File: src/rtl/irq_pend_pkg.sv
package irq_pend_pkg;

  localparam int unsigned MAX_IRQ = 64;

  typedef enum logic [2:0] {
    KIND_LEVEL,
    KIND_EDGE,
    KIND_SOFT,
    KIND_TIMER,
    KIND_NMI,
    KIND_NONE
  } irq_kind_e;

  // Kind of bit idx from the disjoint masks; level is checked first.
  function automatic irq_kind_e kind_of(
    input int unsigned          idx,
    input logic [MAX_IRQ-1:0]   level_m,
    input logic [MAX_IRQ-1:0]   edge_m,
    input logic [MAX_IRQ-1:0]   soft_m,
    input logic [MAX_IRQ-1:0]   timer_m,
    input logic [MAX_IRQ-1:0]   nmi_m
  );
    if (level_m[idx])      return KIND_LEVEL;
    else if (edge_m[idx])  return KIND_EDGE;
    else if (soft_m[idx])  return KIND_SOFT;
    else if (timer_m[idx]) return KIND_TIMER;
    else if (nmi_m[idx])   return KIND_NMI;
    else                   return KIND_NONE;
  endfunction

endpackage

File: src/rtl/irq_hw_detect.sv
module irq_hw_detect
  import irq_pend_pkg::*;
#(
  parameter int unsigned          NUM_IRQ    = 32,
  parameter logic [NUM_IRQ-1:0]   LEVEL_MASK = '0,
  parameter logic [NUM_IRQ-1:0]   EDGE_MASK  = '0,
  parameter logic [NUM_IRQ-1:0]   SOFT_MASK  = '0,
  parameter logic [NUM_IRQ-1:0]   TIMER_MASK = '0,
  parameter logic [NUM_IRQ-1:0]   NMI_MASK   = '0
) (
  input  logic               clk_i,
  input  logic               rst_ni,
  input  logic [NUM_IRQ-1:0] line_i,
  output logic [NUM_IRQ-1:0] set_o,
  output logic [NUM_IRQ-1:0] clr_o
);

  localparam logic [MAX_IRQ-1:0] LVL_W = MAX_IRQ'(LEVEL_MASK);
  localparam logic [MAX_IRQ-1:0] EDG_W = MAX_IRQ'(EDGE_MASK);
  localparam logic [MAX_IRQ-1:0] SFT_W = MAX_IRQ'(SOFT_MASK);
  localparam logic [MAX_IRQ-1:0] TMR_W = MAX_IRQ'(TIMER_MASK);
  localparam logic [MAX_IRQ-1:0] NMI_W = MAX_IRQ'(NMI_MASK);

  for (genvar b = 0; b < NUM_IRQ; b++) begin : g_bit
    localparam irq_kind_e KIND = kind_of(b, LVL_W, EDG_W, SFT_W, TMR_W, NMI_W);

    if (KIND == KIND_LEVEL) begin : g_level
      assign set_o[b] = line_i[b];
      assign clr_o[b] = ~line_i[b];
    end else if (KIND == KIND_EDGE || KIND == KIND_TIMER || KIND == KIND_NMI) begin : g_edge
      logic prev_q;
      always_ff @(posedge clk_i or negedge rst_ni) begin
        if (!rst_ni) prev_q <= 1'b0;
        else         prev_q <= line_i[b];
      end
      assign set_o[b] = line_i[b] & ~prev_q;
      assign clr_o[b] = 1'b0;
    end else if (KIND == KIND_SOFT) begin : g_soft
      assign set_o[b] = line_i[b];
      assign clr_o[b] = 1'b0;
    end else begin : g_none
      assign set_o[b] = 1'b0;
      assign clr_o[b] = 1'b0;
    end
  end

endmodule

File: src/rtl/irq_sw_port.sv
module irq_sw_port #(
  parameter int unsigned          NUM_IRQ   = 32,
  parameter logic [NUM_IRQ-1:0]   EDGE_MASK = '0,
  parameter logic [NUM_IRQ-1:0]   SOFT_MASK = '0,
  parameter logic [NUM_IRQ-1:0]   NMI_MASK  = '0
) (
  input  logic               set_we_i,
  input  logic [NUM_IRQ-1:0] set_data_i,
  input  logic               clr_we_i,
  input  logic [NUM_IRQ-1:0] clr_data_i,
  output logic [NUM_IRQ-1:0] set_o,
  output logic [NUM_IRQ-1:0] clr_o
);

  localparam logic [NUM_IRQ-1:0] SET_OK = SOFT_MASK;
  // NMI excluded explicitly even if a mask overlap slips in
  localparam logic [NUM_IRQ-1:0] CLR_OK = (SOFT_MASK | EDGE_MASK) & ~NMI_MASK;

  always_comb begin
    set_o = '0;
    clr_o = '0;
    if (set_we_i) set_o = set_data_i & SET_OK;
    if (clr_we_i) clr_o = clr_data_i & CLR_OK;
  end

endmodule

File: src/rtl/irq_timer_clr.sv
module irq_timer_clr #(
  parameter int unsigned NUM_IRQ              = 32,
  parameter int unsigned NUM_TIMER            = 3,
  parameter int unsigned TIMER_BIT[NUM_TIMER] = '{24, 25, 26}
) (
  input  logic [NUM_TIMER-1:0] timer_we_i,
  output logic [NUM_IRQ-1:0]   clr_o
);

  logic [NUM_TIMER-1:0][NUM_IRQ-1:0] per_timer;

  for (genvar t = 0; t < NUM_TIMER; t++) begin : g_tmr
    localparam logic [NUM_IRQ-1:0] ONE_HOT = NUM_IRQ'(1) << TIMER_BIT[t];
    assign per_timer[t] = timer_we_i[t] ? ONE_HOT : '0;
  end

  always_comb begin
    clr_o = '0;
    for (int t = 0; t < NUM_TIMER; t++) clr_o |= per_timer[t];
  end

endmodule

File: src/rtl/irq_pending_reg.sv
module irq_pending_reg #(
  parameter int unsigned          NUM_IRQ              = 32,
  parameter int unsigned          NUM_TIMER            = 3,
  parameter logic [NUM_IRQ-1:0]   LEVEL_MASK           = 32'hF000_00FF,
  parameter logic [NUM_IRQ-1:0]   EDGE_MASK            = 32'h0000_FF00,
  parameter logic [NUM_IRQ-1:0]   SOFT_MASK            = 32'h00FF_0000,
  parameter logic [NUM_IRQ-1:0]   TIMER_MASK           = 32'h0700_0000,
  parameter logic [NUM_IRQ-1:0]   NMI_MASK             = 32'h0800_0000,
  parameter int unsigned          TIMER_BIT[NUM_TIMER] = '{24, 25, 26}
) (
  input  logic                 clk_i,
  input  logic                 rst_ni,
  input  logic [NUM_IRQ-1:0]   irq_line_i,
  input  logic                 set_we_i,
  input  logic [NUM_IRQ-1:0]   set_data_i,
  input  logic                 clr_we_i,
  input  logic [NUM_IRQ-1:0]   clr_data_i,
  input  logic [NUM_TIMER-1:0] timer_we_i,
  input  logic [NUM_IRQ-1:0]   enable_i,
  output logic [NUM_IRQ-1:0]   pending_o,
  output logic                 irq_o
);

  logic [NUM_IRQ-1:0] hw_set, hw_clr;
  logic [NUM_IRQ-1:0] sw_set, sw_clr;
  logic [NUM_IRQ-1:0] tmr_clr;
  logic [NUM_IRQ-1:0] set_all, clr_all;
  logic [NUM_IRQ-1:0] pend_q, pend_d;

  irq_hw_detect #(
    .NUM_IRQ   (NUM_IRQ),
    .LEVEL_MASK(LEVEL_MASK),
    .EDGE_MASK (EDGE_MASK),
    .SOFT_MASK (SOFT_MASK),
    .TIMER_MASK(TIMER_MASK),
    .NMI_MASK  (NMI_MASK)
  ) i_hw (
    .clk_i (clk_i),
    .rst_ni(rst_ni),
    .line_i(irq_line_i),
    .set_o (hw_set),
    .clr_o (hw_clr)
  );

  irq_sw_port #(
    .NUM_IRQ  (NUM_IRQ),
    .EDGE_MASK(EDGE_MASK),
    .SOFT_MASK(SOFT_MASK),
    .NMI_MASK (NMI_MASK)
  ) i_sw (
    .set_we_i  (set_we_i),
    .set_data_i(set_data_i),
    .clr_we_i  (clr_we_i),
    .clr_data_i(clr_data_i),
    .set_o     (sw_set),
    .clr_o     (sw_clr)
  );

  irq_timer_clr #(
    .NUM_IRQ  (NUM_IRQ),
    .NUM_TIMER(NUM_TIMER),
    .TIMER_BIT(TIMER_BIT)
  ) i_tmr (
    .timer_we_i(timer_we_i),
    .clr_o     (tmr_clr)
  );

  // Single merge point: clears first, sets override
  assign clr_all = hw_clr | sw_clr | tmr_clr;
  assign set_all = hw_set | sw_set;
  assign pend_d  = (pend_q & ~clr_all) | set_all;

  always_ff @(posedge clk_i or negedge rst_ni) begin
    if (!rst_ni) pend_q <= '0;
    else         pend_q <= pend_d;
  end

  assign pending_o = pend_q;
  assign irq_o     = |(pend_q & (enable_i | NMI_MASK));

endmodule

File: config.mk
export PLATFORM = sky130hd
export DESIGN_NAME = irq_pending_reg
export DESIGN_NICKNAME = d
export VERILOG_FILES = /design/src/rtl/irq_pend_pkg.sv /design/src/rtl/irq_hw_detect.sv /design/src/rtl/irq_sw_port.sv /design/src/rtl/irq_timer_clr.sv /design/src/rtl/irq_pending_reg.sv
export SDC_FILE = /design/constraint.sdc
export NUM_CORES = 1
export LEC_CHECK = 0
export BUFFER_PORTS_ARGS = -buffer_cell sky130_fd_sc_hd__buf_2
export CORE_ASPECT_RATIO = 1.75
export CORE_MARGIN = 2
export CORE_UTILIZATION = 46
export CTS_BUF_LIST = sky130_fd_sc_hd__clkbuf_8
export DETAILED_ROUTE_END_ITERATION = 12
export GPL_TIMING_DRIVEN = 0
export PLACE_DENSITY_LB_ADDON = 0.05
export SETUP_SLACK_MARGIN = 0.5
export SLEW_MARGIN = 20
export SYNTH_ARGS = -nofsm -noshare
export SYNTH_HDL_FRONTEND = slang
export SYNTH_HIERARCHICAL = 1
export SYNTH_SLANG_ARGS = --single-unit
export TNS_END_PERCENT = 5
File: constraint.sdc
create_clock -name clk_i -period 1.47 [get_ports clk_i]
set_input_delay 0.0735 -clock clk_i [delete_from_list [all_inputs] [get_ports clk_i]]
set_output_delay 0.0735 -clock clk_i [all_outputs]
set_load 0.01 [all_outputs]
* Word level (Yosys, flattened, before mapping)
Index checks and enable logic that the tools add are counted.
** Storage, ports and cells
- Input port bits :: 135
- Register bits :: 44
- Logic and storage cells :: 64
- Output and inout port bits :: 33
** Cells by class
- Multiplexer cells :: 5
- Reduce and logical (&&, ||, !) cells :: 1
- Bitwise operators :: 45
** Operator list (count)
- OR 32 bit :: 6
- bitwise AND 32 bit :: 2
- 2-to-1 mux 24 bit :: 2
- NOT 32 bit :: 1
- OR reduction 32 bit :: 1
- 2-to-1 mux 27 bit :: 1
- 2-to-1 mux 26 bit :: 1
- 2-to-1 mux 25 bit :: 1
- NOT 1 bit :: 24
- bitwise AND 1 bit :: 12

* Depth between registers and ports, before layout
- Word-level depth :: 7
- Gate-level depth with buffers :: 4
- Gate-level depth less buffers :: 4

* Modules after synthesis
Netlist, hierarchy kept.
** By module, submodules not included
- irq_pending_reg :: cells an instance 117, instances 1, sequential area each 800.8 um2, area each 1441.4 um2
- irq_hw_detect :: cells an instance 77, instances 1, sequential area each 300.3 um2, area each 814.5 um2
- irq_sw_port :: cells an instance 66, instances 1, sequential area each 0.0 um2, area each 480.5 um2
- irq_timer_clr :: cells an instance 33, instances 1, sequential area each 0.0 um2, area each 244.0 um2

* Worst setup path before layout
No wires, ideal clock.
- Path kind :: reg2out
- Start point :: reg pend_q[1], in the netlist pending_o[1]
- End point :: out irq_o
- Buffers on the path :: 0
- Slack :: -28 ps
- Arrival :: 1424 ps
- Stages on the path, launching flop included :: 5
- Data required time :: 1397 ps
- Cell sequence :: dfrtp_1 a22o_1 a221oi_2 nand3_1 or4_1
** Between the ends
- Cells in the longest elaborated chain, start to end :: 2
** RTL lines
- start, declared :: RTL line irq_pending_reg.sv:28 : logic [NUM_IRQ-1:0] pend_q, pend_d;
- start signal, assigned :: RTL line irq_pending_reg.sv:75 : else pend_q <= pend_d;
- bitwise AND 32 bit :: RTL line irq_pending_reg.sv:79 : assign irq_o = |(pend_q & (enable_i | NMI_MASK));
- OR reduction 32 bit :: RTL line irq_pending_reg.sv:79
- end, declared :: RTL line irq_pending_reg.sv:21 : output logic irq_o
No other way between the ends.

* Worst setup path after layout
Same ends and word-level chain as after synthesis.

==> impl_metrics.json <==
{
  "min_path_type": "input pin to register",
  "power_frac_seq": 0.447,
  "timing_worst_slew_pin_value_ns": 0.580,
  "insertion_delay_ns": 0.31,
  "post-synth-top-count-cell": "sky130_fd_sc_hd__buf_4",
  "syn_avg_cell_area_um2": 10.2,
  "power.switching_mw": 0.821,
  "grt.overflow.total": 0,
  "timing.max_slew.rel_slack": 0.613,
  "yosysUniqueCellTypes": 18,
  "syn-instance-count": 293,
  "dpl.cell_count": 574,
  "synth.top_cells.by_count": "sky130_fd_sc_hd__buf_4, sky130_fd_sc_hd__dfrtp_1, sky130_fd_sc_hd__nor4b_1, sky130_fd_sc_hd__or3_1",
  "power.share.combinational": 0.284,
  "p_per_area_nw_per_um2": 637,
  "worst_setup_hold_path_clk_slew_ns": 0.09,
  "cp_slowest_stage_delay_ns": 0.52,
  "core_um2": 6230,
  "gpl.final_weighted_congestion": 0.766,
  "worst_path_max_delay_cell": "sky130_fd_sc_hd__or4_4",
  "stdcell_area_um2": 4740,
  "grt_setup_unrepaired": "true",
  "synth_edf_count": 0,
  "power.ir.vdd_worst_v": 0.000671,
  "worst_slack_ns": -0.553,
  "clock_tree.buffer_depth": 2,
  "path_class": "register to output pin",
  "report.final.hold_viol_count": 0,
  "clock.fmax_mhz": 494,
  "cp-end-kind": "output pin",
  "core.rowCount": 38,
  "ant_nets": 0,
  "number_of_antenna_violations_at_the_first_check_in_global_routing": 0,
  "place_hpwl_mm": 5.05,
  "initial_core_util": 0.479,
  "leakage_nw": 2.55,
  "synth.largest_area_cell": "sky130_fd_sc_hd__dfrtp_1",
  "switching_share": 0.272,
  "yosys_most_used_dff": "sky130_fd_sc_hd__dfrtp_1",
  "port_buffers": 115,
  "critical_path.startpoint_type": "register",
  "post-route-period-util": 1.38,
  "synth_area_um2": 2980,
  "outcome": "finished with violations",
  "drt-vias-per-instance": 4.07,
  "crit_required_ns": 1.40,
  "cp_cell_sequence": "a22o_1 -> a221oi_4 -> nand3_1 -> or4_4 -> buf_6",
  "route.detailed.wl_per_inst_um": 11.4,
  "route.final.wire_length_mm": 6.92,
  "first_global_vias": 2566,
  "grt_first_pass_wirelength_mm": 11.3,
  "post-route-drc-count": 0,
  "yosysWarnings": 6,
  "clock_tree.root_cell": "sky130_fd_sc_hd__clkbuf_8",
  "clkPwrFrac": 0.269,
  "cts_tree": "done",
  "number_of_i_o_pins": 168,
  "worst_clock_skew_ns": 0.00148,
  "chipHeight_um": 110,
  "internal-power_mw": 2.20,
  "drtPass1Iterations": 4,
  "postSynth.asyncResetShare": 1.00,
  "finalSetupViolations": 1,
  "global_route.usage.total": 0.205,
  "timing.max_cap.violations": 0,
  "final_layout_net_count": 659,
  "synth_area_leaders": "sky130_fd_sc_hd__dfrtp_1, sky130_fd_sc_hd__buf_4, sky130_fd_sc_hd__nor4b_1",
  "sequential_cell_area_fraction_in_the_yosys_report": 0.369,
  "finalHoldWorstSlack_ns": 0.0570,
  "antenna-diode-count": 0,
  "synth_top_area_share": 0.369,
  "cts-buffers-inserted": 5,
  "synthToLayoutAreaGrowth_pct": 59.2,
  "final_layout_size_suffix_gt1_frac": 0.564,
  "die-area_um2": 7160,
  "post-layout-total-power_mw": 3.02,
  "h-tree-depth": 2,
  "first_iter_violations": 37,
  "slew_violations": 0,
  "dr_total_vias": 2465,
  "worstPathMaxFanout": 2,
  "fin_cells": 605,
  "critical_path_arrival_ns": 1.95,
  "clock_sinks": 44,
  "synthesized_flop_and_latch_total": 44,
  "filler_cell_count": 487,
  "final_period_minus_worst_setup_slack_ns": 2.02,
  "failing_checks": "setup timing",
  "die-width_um": 64.8,
  "place_area_um2": 3980,
  "grt_max_degree": 45
}
==> what timing repair did <==
action	CTS	global route
gates resized for setup	17	44
endpoints found under the setup margin	17	44
pin swaps	18	32
setup buffers	2	0
hold buffers	20	1
hold endpoints to repair	64	44
==> registers in the layout, summed over array words and instances (netlist names) <==
name / count
pending_o: 32
i_hw/g_bit.g_edge.prev_q: 12
==> final cells by class <==
cell class	count	area [µm²]	area share
buffer	113	852	0.180
clock buffer	6	82.6	0.0174
clock inverter	2	10.0	0.00211
inverter	12	45.0	0.00949
multi-input combinational	210	1720	0.363
sequential	44	1100	0.232
tap	80	100	0.0211
timing repair buffer	138	832	0.175
==> per-stage QoR <==
stage	util	setup slack, ns	setup TNS [ns]
5_1_grt	0.762	-0.657	-0.657
3_3_place_gp	0.639	-0.320	-0.320
3_5_place_dp	0.639	-0.316	-0.316
2_1_floorplan	-	-0.00883	-0.00883
4_1_cts	0.707	-0.578	-0.578
6_report	0.762	-0.553	-0.553
==> worst max-delay path, delay by kind of cell (launching register included) <==
| kind | cells | cell delay, ns |
|---|---|---|
| compound gates | 2 | 0.48 |
| buf+inv | 1 | 0.14 |
| flops | 1 | 0.39 |
| simple gates | 2 | 0.63 |
==> path summary, 6_finish.rpt <==
check	slack, ns	cells after the start	to	start
hold reg to reg	0.61	2	pending_o[12]	i_hw/g_bit[12].g_edge.prev_q
setup / recovery	-0.55	5	irq_o	pending_o[1]
max in group asynchronous	0.77	2	pending_o[26]	rst_ni
setup reg to reg	0.33	3	pending_o[25]	pending_o[25]
min in group asynchronous	0.28	2	pending_o[6]	rst_ni
hold / removal	0.06	3	pending_o[19]	set_data_i[19]
==> power by group through the flow <==
stage | clock, mW | combinational (mW) | sequential (mW)
final | 0.813 | 0.859 | 1.35
after global routing | 0.891 | 0.943 | 1.36
after CTS | 0.839 | 0.745 | 1.35
after detailed placement | 0 | 0.665 | 1.37
after global placement | 0 | 0.656 | 1.37
after floorplan | 0 | 0.400 | 1.39
==> cells in the final DEF (no fill, tap or decap), drive strengths merged <==
master and count:
a22o 3, nand3 3, inv 12, conb 89
or3 32, clkbuf 6, and2 24, or4 1
a21oi 1, nor4b 32, buf 230, nor2b 12
clkinv 2, dlygate4sd3 21, nand4 1, dfrtp 44
a22oi 9, a221oi 3
==> kinds of logic (layout without fill, tap and decap cells) <==
family	after synthesis	after routing	share of synthesized area
buffers and inverters	125	271	0.301
AO/OA/AOI/OAI	16	16	0.0441
AND/OR/NAND/NOR	105	105	0.282
flip-flops	44	44	0.369
other	3	89	0.00378
==> per-layer routing <==
metal	up-vias	track usage	part of all wire
met3	11	0.0468	0.061
li1	1268	-	-
met2	85	0.395	0.56
met5	-	0	0
met1	1101	0.201	0.35
met4	0	0.0794	0.028
No activity file was read; power rests on OpenSTA's default activity.
